**src/rtl/serial_tx_pkg.sv**
```systemverilog
// Shared types and the stop-length rule for the fractional-stop transmitter.
// Assumes stop lengths are expressed in sixteenths of a bit period.
package serial_tx_pkg;

    typedef enum logic [2:0] {
        ST_IDLE  = 3'd0,
        ST_START = 3'd1,
        ST_DATA  = 3'd2,
        ST_XBIT  = 3'd3,
        ST_STOP  = 3'd4
    } stx_state_e;

    typedef enum logic [1:0] {
        PM_CALC  = 2'b00,
        PM_FORCE = 2'b01,
        PM_NONE  = 2'b10,
        PM_MDROP = 2'b11
    } par_mode_e;

    typedef struct packed {
        logic [1:0] len;
        par_mode_e  pmode;
        logic       ptype;
        logic [3:0] stop;
    } frame_cfg_t;

    // Stop period in sixteenths of a bit: 9+n below code 8, 17+n from code 8,
    // plus half a bit for five-bit characters on the short codes.
    function automatic logic [5:0] stop_sixteenths(input logic [3:0] code,
                                                   input logic [1:0] len);
        logic [5:0] t;
        if (code[3]) t = 6'd17 + {2'b00, code};
        else         t = 6'd9  + {2'b00, code};
        if (!code[3] && (len == 2'b00)) t = t + 6'd8;
        return t;
    endfunction

endpackage

```
**src/rtl/stx_hold.sv**
```systemverilog
// Holding register and transmitter enable state.
// Accepts a write only when enabled and empty. Issues a launch when the
// shifter is idle and the clear-to-send condition (computed by the parent)
// allows it. Assumes command and write inputs are single-cycle pulses.
module stx_hold #(
    parameter int DATA_W = 8
) (
    input  logic              clk,
    input  logic              rst_n,
    input  logic              cmd_en,
    input  logic              cmd_dis,
    input  logic              wr_valid,
    input  logic [DATA_W-1:0] wr_data,
    input  logic              shift_idle,
    input  logic              cts_ok,
    output logic              launch,
    output logic              hold_full,
    output logic [DATA_W-1:0] hold_data
);

    logic enabled;

    // Enable flag: disable has priority over enable.
    always_ff @(posedge clk) begin
        if (!rst_n)       enabled <= 1'b0;
        else if (cmd_dis) enabled <= 1'b0;
        else if (cmd_en)  enabled <= 1'b1;
    end

    // Launch condition for the next character.
    always_comb launch = hold_full && enabled && shift_idle && cts_ok;

    // Holding register: emptied by launch, filled by an accepted write.
    always_ff @(posedge clk) begin
        if (!rst_n) begin
            hold_full <= 1'b0;
            hold_data <= '0;
        end else if (launch) begin
            hold_full <= 1'b0;
        end else if (wr_valid && enabled && !hold_full) begin
            hold_full <= 1'b1;
            hold_data <= wr_data;
        end
    end

    a_r7_disabled_no_load: assert property (@(posedge clk) disable iff (!rst_n)
        (!enabled && !hold_full) |=> !hold_full);

    a_r8_dis_wins: assert property (@(posedge clk) disable iff (!rst_n)
        cmd_dis |=> !enabled);

endmodule

```
**src/rtl/stx_shift.sv**
```systemverilog
// Frame shifter: start bit, 5..8 data bits LSB first, optional extra bit,
// then a stop period counted in ticks. Captures the format at launch, so
// configuration changes take effect on the next character only.
// Assumes launch only arrives while idle.
module stx_shift
    import serial_tx_pkg::*;
#(
    parameter int DATA_W = 8,
    parameter int OVS    = 16
) (
    input  logic              clk,
    input  logic              rst_n,
    input  logic              tick,
    input  logic              launch,
    input  logic [DATA_W-1:0] data,
    input  frame_cfg_t        cfg,
    output logic              txd,
    output logic              idle
);

    localparam int SUB_W  = $clog2(OVS);
    localparam int IDX_W  = $clog2(DATA_W);
    localparam int SCNT_W = $clog2(3 * OVS);

    stx_state_e          state;
    logic [SUB_W-1:0]    sub;
    logic [IDX_W-1:0]    bitn;
    logic [IDX_W-1:0]    last_idx;
    logic [DATA_W-1:0]   sreg;
    logic                xbit;
    logic                has_x;
    logic [SCNT_W-1:0]   scnt;
    logic [SCNT_W-1:0]   stop_len;

    logic [DATA_W-1:0]   data_mask;
    logic                nxt_xbit;
    logic [IDX_W-1:0]    nxt_last;
    logic [SCNT_W-1:0]   nxt_stop;
    logic                sub_end;

    // Launch-time values derived from the configuration.
    always_comb begin
        data_mask = {DATA_W{1'b1}} >> (2'd3 - cfg.len);
        nxt_xbit  = (cfg.pmode == PM_CALC) ? ((^(data & data_mask)) ^ cfg.ptype)
                                           : cfg.ptype;
        nxt_last  = IDX_W'(3'd4 + {1'b0, cfg.len});
        nxt_stop  = SCNT_W'((int'(stop_sixteenths(cfg.stop, cfg.len)) * OVS) / 16);
    end

    // End of one bit period: last tick of the sixteen.
    always_comb sub_end = tick && (sub == SUB_W'(OVS - 1));

    always_comb idle = (state == ST_IDLE);

    // Frame sequencer and line driver.
    always_ff @(posedge clk) begin
        if (!rst_n) begin
            state    <= ST_IDLE;
            txd      <= 1'b1;
            sub      <= '0;
            bitn     <= '0;
            last_idx <= '0;
            sreg     <= '0;
            xbit     <= 1'b0;
            has_x    <= 1'b0;
            scnt     <= '0;
            stop_len <= '0;
        end else begin
            case (state)
                ST_IDLE: begin
                    if (launch) begin
                        state    <= ST_START;
                        txd      <= 1'b0;
                        sub      <= '0;
                        sreg     <= data;
                        xbit     <= nxt_xbit;
                        has_x    <= (cfg.pmode != PM_NONE);
                        last_idx <= nxt_last;
                        stop_len <= nxt_stop;
                    end
                end
                ST_START: begin
                    if (sub_end) begin
                        state <= ST_DATA;
                        txd   <= sreg[0];
                        sreg  <= sreg >> 1;
                        bitn  <= '0;
                        sub   <= '0;
                    end else if (tick) begin
                        sub <= sub + 1'b1;
                    end
                end
                ST_DATA: begin
                    if (sub_end) begin
                        sub <= '0;
                        if (bitn == last_idx) begin
                            if (has_x) begin
                                state <= ST_XBIT;
                                txd   <= xbit;
                            end else begin
                                state <= ST_STOP;
                                txd   <= 1'b1;
                                scnt  <= '0;
                            end
                        end else begin
                            txd  <= sreg[0];
                            sreg <= sreg >> 1;
                            bitn <= bitn + 1'b1;
                        end
                    end else if (tick) begin
                        sub <= sub + 1'b1;
                    end
                end
                ST_XBIT: begin
                    if (sub_end) begin
                        state <= ST_STOP;
                        txd   <= 1'b1;
                        scnt  <= '0;
                        sub   <= '0;
                    end else if (tick) begin
                        sub <= sub + 1'b1;
                    end
                end
                ST_STOP: begin
                    if (tick) begin
                        if (scnt == stop_len - 1'b1) state <= ST_IDLE;
                        else                         scnt  <= scnt + 1'b1;
                    end
                end
                default: begin
                    state <= ST_IDLE;
                    txd   <= 1'b1;
                end
            endcase
        end
    end

    a_r5_idle_line_high: assert property (@(posedge clk) disable iff (!rst_n)
        (state == ST_IDLE) |-> txd);

    a_r1_start_low: assert property (@(posedge clk) disable iff (!rst_n)
        (state == ST_START) |-> !txd);

    a_r1_index_in_range: assert property (@(posedge clk) disable iff (!rst_n)
        (state == ST_DATA) |-> (bitn <= last_idx));

    a_r4_stop_in_window: assert property (@(posedge clk) disable iff (!rst_n)
        (state == ST_STOP) |-> (scnt < stop_len));

endmodule

```
**src/rtl/stx_rts.sv**
```systemverilog
// Request-to-send control: raised by a host pulse, optionally dropped on
// the cycle after the transmitter becomes fully empty.
module stx_rts (
    input  logic clk,
    input  logic rst_n,
    input  logic rts_set,
    input  logic auto_en,
    input  logic tx_empty,
    output logic rts
);

    logic empty_q;

    // Previous-cycle empty flag for edge detection.
    always_ff @(posedge clk) begin
        if (!rst_n) empty_q <= 1'b1;
        else        empty_q <= tx_empty;
    end

    // RTS register: set wins over the automatic drop.
    always_ff @(posedge clk) begin
        if (!rst_n)                                  rts <= 1'b0;
        else if (rts_set)                            rts <= 1'b1;
        else if (auto_en && tx_empty && !empty_q)    rts <= 1'b0;
    end

    a_r10_drop_only_empty: assert property (@(posedge clk) disable iff (!rst_n)
        $fell(rts) |-> tx_empty);

    a_r10_busy_keeps: assert property (@(posedge clk) disable iff (!rst_n)
        (rts && !tx_empty) |=> rts);

endmodule

```
**src/rtl/serial_tx_fs.sv**
```systemverilog
// Top level of the fractional-stop serial transmitter. Joins the holding
// register, the frame shifter and the RTS control, and applies the CTS gate.
// Assumes tick16 is a one-cycle enable, sixteen per bit period.
module serial_tx_fs
    import serial_tx_pkg::*;
#(
    parameter int DATA_W = 8,
    parameter int OVS    = 16
) (
    input  logic              clk,
    input  logic              rst_n,
    input  logic              tick16,
    input  logic [1:0]        cfg_len,
    input  logic [1:0]        cfg_pmode,
    input  logic              cfg_ptype,
    input  logic [3:0]        cfg_stop,
    input  logic              cfg_cts_gate,
    input  logic              cfg_rts_auto,
    input  logic              cmd_tx_en,
    input  logic              cmd_tx_dis,
    input  logic              rts_set,
    input  logic              cts,
    input  logic              wr_valid,
    input  logic [DATA_W-1:0] wr_data,
    output logic              txd,
    output logic              tx_ready,
    output logic              tx_empty,
    output logic              rts
);

    frame_cfg_t        cfg;
    logic              cts_ok;
    logic              launch;
    logic              hold_full;
    logic [DATA_W-1:0] hold_data;
    logic              shift_idle;

    // Pack the format inputs and evaluate the clear-to-send gate.
    always_comb begin
        cfg.len   = cfg_len;
        cfg.pmode = par_mode_e'(cfg_pmode);
        cfg.ptype = cfg_ptype;
        cfg.stop  = cfg_stop;
        cts_ok    = !cfg_cts_gate || cts;
    end

    stx_hold #(.DATA_W(DATA_W)) u_hold (
        .clk        (clk),
        .rst_n      (rst_n),
        .cmd_en     (cmd_tx_en),
        .cmd_dis    (cmd_tx_dis),
        .wr_valid   (wr_valid),
        .wr_data    (wr_data),
        .shift_idle (shift_idle),
        .cts_ok     (cts_ok),
        .launch     (launch),
        .hold_full  (hold_full),
        .hold_data  (hold_data)
    );

    stx_shift #(.DATA_W(DATA_W), .OVS(OVS)) u_shift (
        .clk    (clk),
        .rst_n  (rst_n),
        .tick   (tick16),
        .launch (launch),
        .data   (hold_data),
        .cfg    (cfg),
        .txd    (txd),
        .idle   (shift_idle)
    );

    // Status flags seen by the host.
    always_comb begin
        tx_ready = !hold_full;
        tx_empty = !hold_full && shift_idle;
    end

    stx_rts u_rts (
        .clk      (clk),
        .rst_n    (rst_n),
        .rts_set  (rts_set),
        .auto_en  (cfg_rts_auto),
        .tx_empty (tx_empty),
        .rts      (rts)
    );

    a_r6_cts_gate: assert property (@(posedge clk) disable iff (!rst_n)
        launch |-> (!cfg_cts_gate || cts));

    a_r9_empty_means_ready: assert property (@(posedge clk) disable iff (!rst_n)
        tx_empty |-> tx_ready);

endmodule

```
**config.mk**
```make
export PLATFORM = sky130hd
export DESIGN_NAME = serial_tx_fs
export DESIGN_NICKNAME = d
export VERILOG_FILES = /design/src/rtl/serial_tx_pkg.sv /design/src/rtl/stx_hold.sv /design/src/rtl/stx_shift.sv /design/src/rtl/stx_rts.sv /design/src/rtl/serial_tx_fs.sv
export SDC_FILE = /design/constraint.sdc
export NUM_CORES = 1
export LEC_CHECK = 0
export ABC_CLOCK_PERIOD_IN_PS = 2400
export BUFFER_PORTS_ARGS = -buffer_cell sky130_fd_sc_hd__buf_2
export CORE_UTILIZATION = 40
export DETAILED_ROUTE_END_ITERATION = 10
export GPL_ROUTABILITY_DRIVEN = 0
export HOLD_SLACK_MARGIN = 0.06
export SETUP_SLACK_MARGIN = 0.3
export SYNTH_ARGS = -nofsm -noshare
export SYNTH_HDL_FRONTEND = slang
export SYNTH_HIERARCHICAL = 1
export SYNTH_SLANG_ARGS = --single-unit
export TNS_END_PERCENT = 100
```
**constraint.sdc**
```tcl
create_clock -name clk -period 2.4 [get_ports clk]
set_clock_uncertainty 0.2 [all_clocks]
set_input_delay 0.12 -clock clk [delete_from_list [all_inputs] [get_ports clk]]
set_output_delay 0.12 -clock clk [all_outputs]
set_load 0.02 [all_outputs]
```
==> results.json <==
{
  "yosysWarnings": 6,
  "grt_pass1_wl_um": 9900,
  "coreArea_um2": 6390,
  "ys_ff_latch": 48,
  "insertion_delay_ns": 0.30,
  "critPathMaxFanout": 5,
  "power_leakage_nw": 1.45,
  "drt-initial-drc-count": 119,
  "yosys.area.top_type": "dfxtp_1",
  "cts_tree": "built",
  "arrival_ns": 2.13,
  "grt_start_max_net_pins": 57,
  "antenna_cells": 0,
  "initial_utilization_pct": 41.7,
  "maxCapViolations": 0,
  "power_w": 0.00187,
  "synth.most_common_cell": "nand2_1",
  "layout_min_cycle_time_ns": 2.14,
  "wl_per_cell_um": 13.1,
  "finalNetCount": 404,
  "synth_top_area_share_pct": 36.1,
  "grt_setup_unrepaired": "yes",
  "ys_top_cells_by_count": "nand2_1, dfxtp_1, mux2i_1, o21ai_0, nor2_1",
  "synthesis.nets": 343,
  "port_buffers": 30,
  "synth_top_flop_cell": "dfxtp_1",
  "die_area_um2": 6980,
  "finalHoldViolCount": 0,
  "syn-cell-area_um2": 2660,
  "clk_pin_slew_ns": 0.09,
  "reg2reg_depth": 6,
  "p_per_area_nw_per_um2": 557,
  "drcViolationCount": 0,
  "p_sw_w": 0.000577,
  "area_growth_pct": 26.0,
  "grt_pass1_vias": 2163,
  "fin_util_pct": 52.5,
  "rows": 29,
  "critical_path_required_ns": 2.40,
  "critPathLaunchType": "flip-flop",
  "slowest_delay_ns": 0.53,
  "slew_headroom_pct": 62.2,
  "ios": 31,
  "whs_ns": 0.0712,
  "yosysSeqAreaShare_pct": 36.1,
  "netlist_instances": 310,
  "async_reset_ff_share_pct": 0,
  "status": "completed",
  "totalWireLength_um": 5880,
  "busiest_layer": "met2",
  "ant_nets": 0,
  "ctsLongestPathBuffers": 2,
  "viasPerCell": 5.22,
  "firstDrtPassIters": 4,
  "synth.area.top_cells": "dfxtp_1, nand2_1, mux2i_1",
  "syn_area_per_cell_um2": 8.58,
  "peakVddDrop_mv": 0.394,
  "setup_viol": 0,
  "synth_cell_types": 54,
  "overflow": 0,
  "crit_type": "flip-flop to flip-flop",
  "crit_path_end_kind": "flip-flop",
  "fin_crit_sh_pct": 89.1,
  "htreeDepth": 2,
  "grt_util_all_layers_pct": 17.1,
  "worst_path_max_delay_cell": "or4_4",
  "grtUsageMet1_pct": 23.9,
  "internal-power_w": 0.00129,
  "met2_usage_pct": 27.4,
  "use_met3_pct": 2.67,
  "comb_power_share_pct": 25.4,
  "seqPwrFrac_pct": 46.7,
  "hold_class": "primary input to flip-flop",
  "cts_root_buf": "clkbuf_8",
  "netSwitchingFraction_pct": 30.9,
  "setup_tns_ns": 0,
  "crit_path_cell_trace": "or4_4, nor3_2, and4bb_1, and2_4, o211a_4, mux2_4",
  "holdPathStages": 4,
  "drive_gt1_share_pct": 22.8,
  "cts_num_sinks": 48,
  "fmax_mhz": 468,
  "antenna_found_initial": 0,
  "die_h_um": 83.6,
  "synth-edff-count": 0,
  "die_w_um": 83.6,
  "cts_buffers": 5,
  "clockPowerShare_pct": 27.9,
  "hpwlAfterDp_um": 3970,
  "maxSlewViolCount": 0,
  "vias": 2344,
  "tightest_slew_ns": 0.567
}
state kept, by name, indices dropped and copies added (netlist names):
| signal | count |
|---|---|
| u_shift/xbit | 1 |
| u_shift/has_x | 1 |
| u_shift/txd | 1 |
| u_shift/last_idx | 3 |
| u_shift/state | 3 |
| u_shift/sub | 4 |
| u_shift/scnt | 6 |
| u_rts/rts | 1 |
| u_shift/bitn | 3 |
| u_shift/sreg | 8 |
| u_hold/hold_full | 1 |
| u_rts/empty_q | 1 |
| u_hold/hold_data | 8 |
| u_shift/stop_len | 6 |
| u_hold/enabled | 1 |
cell families after synthesis:
group | after synthesis | share of synthesized area, %
and+or+nand+nor | 127 | 24.2
AOI/OAI and AO/OA | 66 | 17.9
DFF | 48 | 36.1
xor gates and xnor gates | 21 | 6.91
buffers and inverters | 21 | 3.90
muxes | 21 | 8.13
adders and majority gates | 6 | 2.82
cells in the final DEF, fill, tap and decap left out, drive strengths merged, types with 5 or more instances in the layout:
cell         instances
a21oi               12
nand2               53
dlygate4sd3         23
mux2i               19
dfxtp               48
and3                 5
o211a               12
nor2                15
nor3                10
and2                 6
xor2                11
clkbuf               6
xnor2               10
inv                  7
a21boi               7
o21ai               19
buf                 45
ha                   6
nand3               10
nor2b                6
power by group through the flow:
| stage | Clock [W] | Sequential, W | Combinational, W |
|---|---|---|---|
| finish | 0.000521 | 0.000872 | 0.000475 |
| detailed placement | 0 | 0.000882 | 0.000419 |
| floorplan | 0 | 0.000865 | 0.000303 |
| global placement | 0 | 0.000880 | 0.000419 |
| CTS | 0.000529 | 0.000868 | 0.000453 |
| global route | 0.000556 | 0.000877 | 0.000517 |
layer usage:
| metal | vias to the layer above | wire length (um) |
|---|---|---|
| met3 | 2 | 131 |
| met5 | - | 0 |
| met1 | 1094 | 3060 |
| li1 | 1215 | - |
| met2 | 33 | 2650 |
| met4 | 0 | 36 |
worst max-delay path, delay by kind of cell, from the launching register on:
family          cells  cell delay [ns]
flops               1             0.35
compound gates      1             0.25
mux                 1             0.25
simple gates        4             0.99
through the flow:
stage / area (um2) / std cells / setup WS, ns
3_5_place_dp: 2910 / 413 / 0.179
2_1_floorplan: 2670 / 310 / 0.283
5_1_grt: 3350 / 449 / 0.197
4_1_cts: 3260 / 445 / 0.256
3_3_place_gp: 2910 / 413 / 0.168
6_report: 3350 / 449 / 0.261
final timing paths:
check	start	to	slack [ns]
setup / recovery	u_shift/stop_len[0]	u_shift/scnt[0]	0.26
hold / removal	cfg_stop[1]	u_shift/stop_len[1]	0.07
setup reg to reg	u_shift/stop_len[0]	u_shift/scnt[0]	0.26
hold reg to reg	u_rts/empty_q	u_rts/rts	0.28
final cells by class:
| cell class | count | area [um2] |
|---|---|---|
| Sequential cell | 48 | 975 |
| Multi-Input combinational cell | 241 | 1660 |
| Timing Repair Buffer | 68 | 504 |
| Clock buffer | 6 | 82.6 |
| Fill cell | 612 | 3030 |
| Inverter | 7 | 26.3 |
| Clock inverter | 2 | 15.0 |
| Tap cell | 77 | 96.3 |
what timing repair did:
item / in CTS / in global routing
endpoints found under the hold margin: 18 / 0
endpoints found under the setup margin: 16 / 23
pin swaps: 0 / 2
hold buffers: 23 / 0
gates resized for setup: 6 / 21
setup buffers: 1 / 4
No activity file was read; power rests on OpenSTA's default activity.
